**src/rtl/rfp_pkg.sv**
```systemverilog
package rfp_pkg;
  localparam int unsigned DW = 8;
  localparam int unsigned AW = 6;

  typedef enum logic [1:0] {
    MODE_DIRECT = 2'b00,
    MODE_MUXED  = 2'b01,
    MODE_SERIAL = 2'b10,
    MODE_RSVD   = 2'b11
  } bus_mode_e;

  typedef struct packed {
    logic          cs_n;
    logic          rd_n;
    logic          wr_n;
    logic          sel;
    logic [DW-1:0] data;
  } bus_s;

  localparam int unsigned BUS_W = $bits(bus_s);
endpackage

```
**src/rtl/rfp_sync.sv**
```systemverilog
module rfp_sync #(
  parameter int unsigned           WIDTH   = 12,
  parameter int unsigned           STAGES  = 2,
  parameter logic [WIDTH-1:0]      RST_VAL = '0
) (
  input  logic             clk_i,
  input  logic             rst_ni,
  input  logic [WIDTH-1:0] d_i,
  output logic [WIDTH-1:0] q_o
);
  logic [WIDTH-1:0] stg_q [STAGES];

  for (genvar g = 0; g < STAGES; g++) begin : g_stage
    if (g == 0) begin : g_first
      always_ff @(posedge clk_i or negedge rst_ni) begin
        if (!rst_ni) stg_q[0] <= RST_VAL;
        else         stg_q[0] <= d_i;
      end
    end else begin : g_next
      always_ff @(posedge clk_i or negedge rst_ni) begin
        if (!rst_ni) stg_q[g] <= RST_VAL;
        else         stg_q[g] <= stg_q[g-1];
      end
    end
  end

  assign q_o = stg_q[STAGES-1];
endmodule

```
**src/rtl/rfp_decode.sv**
```systemverilog
module rfp_decode
  import rfp_pkg::*;
(
  input  logic          clk_i,
  input  logic          rst_ni,
  input  logic [1:0]    mode_i,
  input  bus_s          bus_i,
  output logic          ptr_load_o,
  output logic [AW-1:0] ptr_val_o,
  output logic          data_wr_o,
  output logic [DW-1:0] wr_byte_o,
  output logic          refresh_o
);
  bus_mode_e mode;
  logic p_cs_n, p_rd_n, p_wr_n, p_sel;
  logic [DW-1:0] hold_q;
  logic wr_rise, rd_rise, sel_fall, is_direct, is_muxed;

  assign mode      = bus_mode_e'(mode_i);
  assign is_direct = (mode == MODE_DIRECT);
  assign is_muxed  = (mode == MODE_MUXED);

  always_ff @(posedge clk_i or negedge rst_ni) begin
    if (!rst_ni) begin
      p_cs_n <= 1'b1;
      p_rd_n <= 1'b1;
      p_wr_n <= 1'b1;
      p_sel  <= 1'b0;
      hold_q <= '0;
    end else begin
      p_cs_n <= bus_i.cs_n;
      p_rd_n <= bus_i.rd_n;
      p_wr_n <= bus_i.wr_n;
      p_sel  <= bus_i.sel;
      // last byte seen while a selected write strobe is low
      if (!bus_i.cs_n && !bus_i.wr_n) hold_q <= bus_i.data;
    end
  end

  assign wr_rise  = !p_wr_n && bus_i.wr_n && !p_cs_n;
  assign rd_rise  = !p_rd_n && bus_i.rd_n && !p_cs_n;
  assign sel_fall = p_sel && !bus_i.sel;

  always_comb begin
    ptr_load_o = 1'b0;
    ptr_val_o  = hold_q[AW-1:0];
    data_wr_o  = 1'b0;
    refresh_o  = 1'b0;
    if (is_direct) begin
      ptr_load_o = wr_rise && p_sel;
      data_wr_o  = wr_rise && !p_sel;
      refresh_o  = wr_rise || (rd_rise && !p_sel);
    end else if (is_muxed) begin
      ptr_load_o = bus_i.sel;
      ptr_val_o  = bus_i.data[AW-1:0];
      data_wr_o  = wr_rise;
      refresh_o  = sel_fall || wr_rise || rd_rise;
    end
  end

  assign wr_byte_o = hold_q;
endmodule

```
**src/rtl/rfp_regs.sv**
```systemverilog
module rfp_regs
  import rfp_pkg::*;
(
  input  logic          clk_i,
  input  logic          rst_ni,
  input  logic          ptr_load_i,
  input  logic [AW-1:0] ptr_val_i,
  input  logic          data_wr_i,
  input  logic [DW-1:0] wr_byte_i,
  input  logic          refresh_i,
  input  logic [DW-1:0] rf_rdata_i,
  output logic [AW-1:0] ptr_o,
  output logic [DW-1:0] din_o,
  output logic          we_o,
  output logic [DW-1:0] dout_o
);
  logic [AW-1:0] ptr_q;
  logic [DW-1:0] din_q, dout_q;
  logic          we_q, ref1_q, ref2_q;

  always_ff @(posedge clk_i or negedge rst_ni) begin
    if (!rst_ni) begin
      ptr_q  <= '0;
      din_q  <= '0;
      we_q   <= 1'b0;
      ref1_q <= 1'b0;
      ref2_q <= 1'b0;
      dout_q <= '0;
    end else begin
      if (ptr_load_i) ptr_q <= ptr_val_i;
      if (data_wr_i)  din_q <= wr_byte_i;
      we_q   <= data_wr_i;
      // two-cycle delay lets a write land before the reload samples it
      ref1_q <= refresh_i;
      ref2_q <= ref1_q;
      if (ref2_q) dout_q <= rf_rdata_i;
    end
  end

  assign ptr_o  = ptr_q;
  assign din_o  = din_q;
  assign we_o   = we_q;
  assign dout_o = dout_q;

  AST_WE_SINGLE: assert property (@(posedge clk_i) disable iff (!rst_ni)
    we_q |=> !we_q);
  AST_RELOAD_AFTER_WRITE: assert property (@(posedge clk_i) disable iff (!rst_ni)
    we_q |=> ref2_q);
endmodule

```
**src/rtl/regfile_access_port.sv**
```systemverilog
module regfile_access_port
  import rfp_pkg::*;
#(
  parameter int unsigned SYNC_STAGES = 2
) (
  input  logic          clk_i,
  input  logic          rst_ni,
  input  logic [1:0]    mode_i,
  input  logic          cs_ni,
  input  logic          rd_ni,
  input  logic          wr_ni,
  input  logic          a0_ale_i,
  input  logic [DW-1:0] data_i,
  output logic [DW-1:0] data_o,
  output logic          data_oe_o,
  output logic [AW-1:0] rf_addr_o,
  input  logic [DW-1:0] rf_rdata_i,
  output logic          rf_we_o,
  output logic [DW-1:0] rf_wdata_o
);
  localparam logic [BUS_W-1:0] BUS_IDLE = {3'b111, 1'b0, {DW{1'b0}}};

  bus_s          raw_bus, s_bus;
  logic          ptr_load, data_wr, refresh;
  logic [AW-1:0] ptr_val;
  logic [DW-1:0] wr_byte, dout;
  logic          bus_live;

  assign raw_bus = '{cs_n: cs_ni, rd_n: rd_ni, wr_n: wr_ni, sel: a0_ale_i, data: data_i};

  rfp_sync #(.WIDTH(BUS_W), .STAGES(SYNC_STAGES), .RST_VAL(BUS_IDLE)) u_sync (
    .clk_i  (clk_i),
    .rst_ni (rst_ni),
    .d_i    (raw_bus),
    .q_o    (s_bus)
  );

  rfp_decode u_decode (
    .clk_i      (clk_i),
    .rst_ni     (rst_ni),
    .mode_i     (mode_i),
    .bus_i      (s_bus),
    .ptr_load_o (ptr_load),
    .ptr_val_o  (ptr_val),
    .data_wr_o  (data_wr),
    .wr_byte_o  (wr_byte),
    .refresh_o  (refresh)
  );

  rfp_regs u_regs (
    .clk_i      (clk_i),
    .rst_ni     (rst_ni),
    .ptr_load_i (ptr_load),
    .ptr_val_i  (ptr_val),
    .data_wr_i  (data_wr),
    .wr_byte_i  (wr_byte),
    .refresh_i  (refresh),
    .rf_rdata_i (rf_rdata_i),
    .ptr_o      (rf_addr_o),
    .din_o      (rf_wdata_o),
    .we_o       (rf_we_o),
    .dout_o     (dout)
  );

  assign bus_live  = (mode_i == MODE_DIRECT) || (mode_i == MODE_MUXED);
  assign data_oe_o = bus_live && !cs_ni && !rd_ni;
  // reserved slot in direct mode reads as zero
  assign data_o    = ((mode_i == MODE_DIRECT) && a0_ale_i) ? '0 : dout;

  AST_BUS_QUIET: assert property (@(posedge clk_i) disable iff (!rst_ni)
    cs_ni |-> !data_oe_o);
  AST_WE_ADDR_STABLE: assert property (@(posedge clk_i) disable iff (!rst_ni)
    rf_we_o |-> $stable(rf_addr_o));
endmodule

```
**config.mk**
```make
export PLATFORM = sky130hd
export DESIGN_NAME = regfile_access_port
export DESIGN_NICKNAME = d
export VERILOG_FILES = /design/src/rtl/rfp_pkg.sv /design/src/rtl/rfp_sync.sv /design/src/rtl/rfp_decode.sv /design/src/rtl/rfp_regs.sv /design/src/rtl/regfile_access_port.sv
export SDC_FILE = /design/constraint.sdc
export NUM_CORES = 1
export LEC_CHECK = 0
export ABC_CLOCK_PERIOD_IN_PS = 4300
export BUFFER_PORTS_ARGS = -buffer_cell sky130_fd_sc_hd__buf_2
export CORE_MARGIN = 5
export CORE_UTILIZATION = 45
export DETAILED_ROUTE_END_ITERATION = 7
export GPL_ROUTABILITY_DRIVEN = 1
export PLACE_DENSITY_LB_ADDON = 0.15
export SYNTH_ARGS = -nofsm -noshare
export SYNTH_HDL_FRONTEND = slang
export SYNTH_SLANG_ARGS = --single-unit
```
**constraint.sdc**
```tcl
create_clock -name clk_i -period 4.3 [get_ports clk_i]
set_input_delay 1.29 -clock clk_i [delete_from_list [all_inputs] [get_ports clk_i]]
set_output_delay 1.29 -clock clk_i [all_outputs]
set_load 0.005 [all_outputs]
```
Word level (Yosys, flattened, before mapping)
Index checks and enable logic that the tools add are counted.
W data, S select, Z words.
{"block": "word_totals", "ramBits": 0, "n_memories": 0, "input_bits": 24, "rom_bits": 0, "latch_bits": 0, "wordCells": 49, "out_inout_bits": 24, "register_bits": 61}
{"block": "classes", "n_addsub": 0, "reduce_logical": 26, "mul": 0, "mux": 9, "shifts": 0, "n_div": 0, "n_lt_le_gt_ge": 0, "n_eq_ne": 1, "bitwise_logic": 0}
{"cell": "$logic_and A1 B1 Y1", "count": 12}
{"cell": "$mux W6", "count": 2}
{"cell": "$logic_not A1 Y1", "count": 9}
{"cell": "$mux W8", "count": 1}
{"cell": "$mux W1", "count": 6}
{"cell": "$logic_or A1 B1 Y1", "count": 4}
{"cell": "$eq A2 B1 Y1 const B", "count": 1}
{"cell": "$logic_not A2 Y1", "count": 1}

Logic depth before layout (Yosys ltp)
{"block": "logic_depth", "word_depth": 7, "depth_mapped": 4, "ltp_nobuf": 3}

Hierarchy
Synthesis repeated with hierarchy kept, for this count alone.
{"block": "hier_totals", "cells_unflattened": 135, "hier_area_um2": 2303.5}
{"module": "rfp_regs", "cells_per_inst": 50, "seq_area_each_um2": 625.6, "area_each_um2": 989.7, "n_inst": 1}
{"module": "rfp_sync", "cells_per_inst": 36, "seq_area_each_um2": 608.1, "area_each_um2": 698.2, "n_inst": 1}
{"module": "rfp_decode", "cells_per_inst": 39, "seq_area_each_um2": 304.0, "area_each_um2": 541.8, "n_inst": 1}
{"module": "regfile_access_port", "cells_per_inst": 10, "seq_area_each_um2": 0.0, "area_each_um2": 73.8, "n_inst": 1}

Least setup slack after synthesis
OpenSTA, ideal clock, no wires.
{"block": "synth_path", "kind": "input port to output port", "start": "input port mode_i[0]", "end": "output port data_o[0]", "path_stages": 2, "n_path_buf": 0, "arrival_time_ps": 1938, "required_time_ps": 3010, "path_slack_ps": 1072, "cell_sequence": "nor3b_1 -> nor2b_1"}
{"block": "synth_via", "elab_chain_len": 3}
{"element": "start: declaration", "line_no": "regfile_access_port.sv:8", "text": "input logic [1:0] mode_i,"}
{"element": "$logic_not A2 Y1", "line_no": "regfile_access_port.sv:68", "text": "assign data_o = ((mode_i == MODE_DIRECT) && a0_ale_i) ? '0 : dout;"}
{"element": "$logic_and A1 B1 Y1", "line_no": "regfile_access_port.sv:68"}
{"element": "$mux W8", "line_no": "regfile_access_port.sv:68"}
{"element": "end: declaration", "line_no": "regfile_access_port.sv:14", "text": "output logic [DW-1:0] data_o,"}
No other way between the ends.

Final worst setup path
{"block": "layout_path", "start": "input port mode_i[1]", "end": "output port data_o[0]"}
Same word-level chain as after synthesis.

==> run_results.csv <==
group,metric,value,unit
detailed_routing,vias,1173,
power,leakage,0.00120,uW
detailed_routing,detail_route.wl_per_cell,14.8,um
yosys,yosysWarningCount,0,
die,start_util,0.470,
detailed_routing,drc,0,
yosys,synth.distinct_cells,19,
die,dieArea,6060,um^2
sta,hold_viol,0,
yosys,synth_largest_area_cell,"dfrtp_1",
global_route,grt.overflow.total,0,
placed_design,gp_congestion,0.718,
global_route,antenna_found_initial,0,
setup_path,cpMostUsedCell,"buf_2",
detailed_routing,ant_nets,0,
clocking,cts.clk_slew.worst_paths,0.06,ns
final_layout,n_antenna_cell,0,
detailed_routing,drtIter0Drc,58,
power,p_sw,305,uW
setup_path,crit_path_max_incr_delay,0.19,ns
yosys,synth_seq_area_share,0.742,
clocking,cts.path.max_buffers,2,
die,die_h,77.9,um
sta,setup_violations,0,
clocking,clk_latency,0.32,ns
yosys,netlist_area,2070,um^2
run,max_cap_viol_count,0,
yosys,synthCells,122,
yosys,synth_common_cells,"52 x dfrtp_1, 24 x mux2_2, 9 x dfstp_2",
detailed_routing,viasPerCell,4.95,
sta,report.final.slew_viol_count,0,
yosys,ys.flop_type,"dfrtp_1",
power,p_int,1160,uW
power,peakVddDrop,349,uV
setup_path,end_kind,"primary output",
power,total_power,1460,uW
yosys,synth_most_common_cell,"dfrtp_1",
final_layout,area_growth,26.5,%
die,ios,48,
placed_design,port_buffers,47,
power,switching_share,0.209,
yosys,ys_seq_elements,61,
final_layout,num-fill-cells,355,
outcome,status,"finished, final reports clean",
power,powerDensity,558,nW/um^2
clocking,htreeDepth,3,
global_route,grt_max_degree,40,
power,power.share.sequential,0.473,
clocking,cts_buffers,9,
final_layout,final_util,0.594,
sta,relSlewSlack,0.458,
detailed_routing,first_pass_iters,4,
setup_path,crit_type,"primary input to primary output",
sta,fin_setup_tns,0,ns
sta,worst_pin_slew,0.814,ns
setup_path,path_buf_inv,3,
setup_path,cp_top_family,"buffers and inverters",
sta,clock-skew-final,0.00949,ns
setup_path,required,3.01,ns
clocking,cts_root_buf,"clkbuf_8",
die,core_area,4410,um^2
power,combPwrFrac,0.115,
final_layout,final_nets,204,
yosys,synthArstFlopShare,1.00,
global_route,track_usage,0.131,
setup_path,worstPathCellList,"buf_2 > nor3b_1 > buf_4 > nor2b_1 > buf_2",
sta,finalCritPeriodShare,0.763,
setup_path,critPathLaunchType,"primary input",
global_route,grt_pass1_vias,1241,
setup_path,slowest_stage,"nor3b_1",
die,num_rows,24,
clocking,post-cts-setup-buffers,0,
final_layout,fin_cells,237,
clocking,ctsResizeCount,0,
placed_design,dp.cells,221,
sta,final.min_clock_period,3.28,ns
yosys,synth_edf_count,0,
yosys,synth_top_area_frac,0.628,
final_layout,layout-drive-gt1-share,0.562,
sta,clock.fmax,305,MHz
detailed_routing,wl,3510,um
power,clkPwrFrac,0.412,
sta,whs,0.347,ns
clocking,cts_tree,"built",
clocking,cts-hold-fix-buffers,0,
sta,rsz0062_at_grt,"false",
yosys,syn_avg_cell_area,17.0,um^2
clocking,cts.sink_count,61,
yosys,synth.area.top_cells,"dfrtp_1 63%, mux2_2 13%, dfstp_2 11%",
min_path,min-delay-path-class,"flop to flop",
placed_design,dp_hpwl,2490,um
setup_path,crit_arrival,1.99,ns
setup_path,critPathMaxFanout,8,
die,fp.dieW,77.9,um
yosys,syn_nets,146,
global_route,grt_pass1_wl,6000,um
[placed cells by master (no fill, tap or decap)]
cell and n:
nand3_1 1, mux2_2 24, o221a_1 6, buf_2 47, clkbuf_8 10, dfstp_2 9, clkinv_2 1, bufinv_16 3
nand2b_1 1, or2_2 6, nor2_1 2, or4_1 1, inv_1 1, nand3b_1 2, or3b_1 1, clkbuf_1 2
nor3b_1 2, dfrtp_1 52, nor3_1 1, a31oi_1 1, buf_4 3, o41ai_2 1, nor2b_1 8
[power by group through the flow]
stage,Combinational [uW],Clock [uW],Sequential [uW]
floorplan,82.2,0,698
global placement,168,0,700
detailed placement,173,0,705
CTS,174,618,694
global route,185,650,703
finish,168,602,692
[cells by family after synthesis]
group                  share of synthesized area
AND/OR/NAND/NOR                           0.0760
flip-flops                                 0.742
multiplexers                               0.130
AO/OA/AOI/OAI                             0.0435
buffers and inverters                    0.00845
[worst paths after layout]
check	startpoint	endpoint	slack [ns]	cells past startpoint
worst max-delay path	mode_i[1]	data_o[0]	1.02	5
worst min-delay path	u_sync.stg_q[19]	u_sync.q_o[7]	0.35	0
worst max register to register	u_sync.q_o[9]	u_regs.ptr_o[3]	2.37	3
worst min register to register	u_sync.stg_q[19]	u_sync.q_o[7]	0.35	0
max in group asynchronous	rst_ni	u_decode.wr_byte_o[1]	2.44	2
min in group asynchronous	rst_ni	u_regs.ptr_o[4]	1.06	1
[worst register-to-register path, cell delays in order, from the launching register on]
cell,delay [ns]
dfstp_2,0.54
or3b_1,0.41
or4_1,0.57
o221a_1,0.30
[area by class of cell]
class                   instances  area [um^2]  share of cell area
clock buffers                  12          145              0.0553
flip-flops and latches         61         1540               0.586
clock inverters                 4         95.1              0.0363
well taps                      52         65.1              0.0248
inverters                       1         3.75             0.00143
multi-input cells              57          518               0.198
repair buffers                 50          258              0.0983
[metal layers]
metal / track usage / vias to the layer above / part of all wire
met2: 0.184 / 33 / 0.48
met1: 0.172 / 593 / 0.44
li1: - / 543 / -
met4: 0.0825 / 0 / 0.014
met5: 0 / - / 0
met3: 0.0475 / 4 / 0.064
[flip-flops by register name, summed over array words and instances, names as in the netlist]
signal and cells:
u_decode.p_rd_n 1, u_regs.din_o 8, u_decode.wr_byte_o 8, u_sync.q_o 12, u_regs.we_o 1, u_sync.stg_q 12, u_decode.p_cs_n 1, u_decode.p_sel 1
u_regs.ref2_q 1, u_regs.ref1_q 1, u_decode.p_wr_n 1, u_regs.dout_o 8, u_regs.ptr_o 6
[metrics by stage]
stage | setup WS [ns] | cell area, um^2
detailed placement | 1.01 | 2380
floorplan | 1.07 | 2070
CTS | 1.01 | 2620
global placement | 1.06 | 2380
finish | 1.02 | 2620
global route | 0.947 | 2620
No activity file was read; power rests on OpenSTA's default activity.
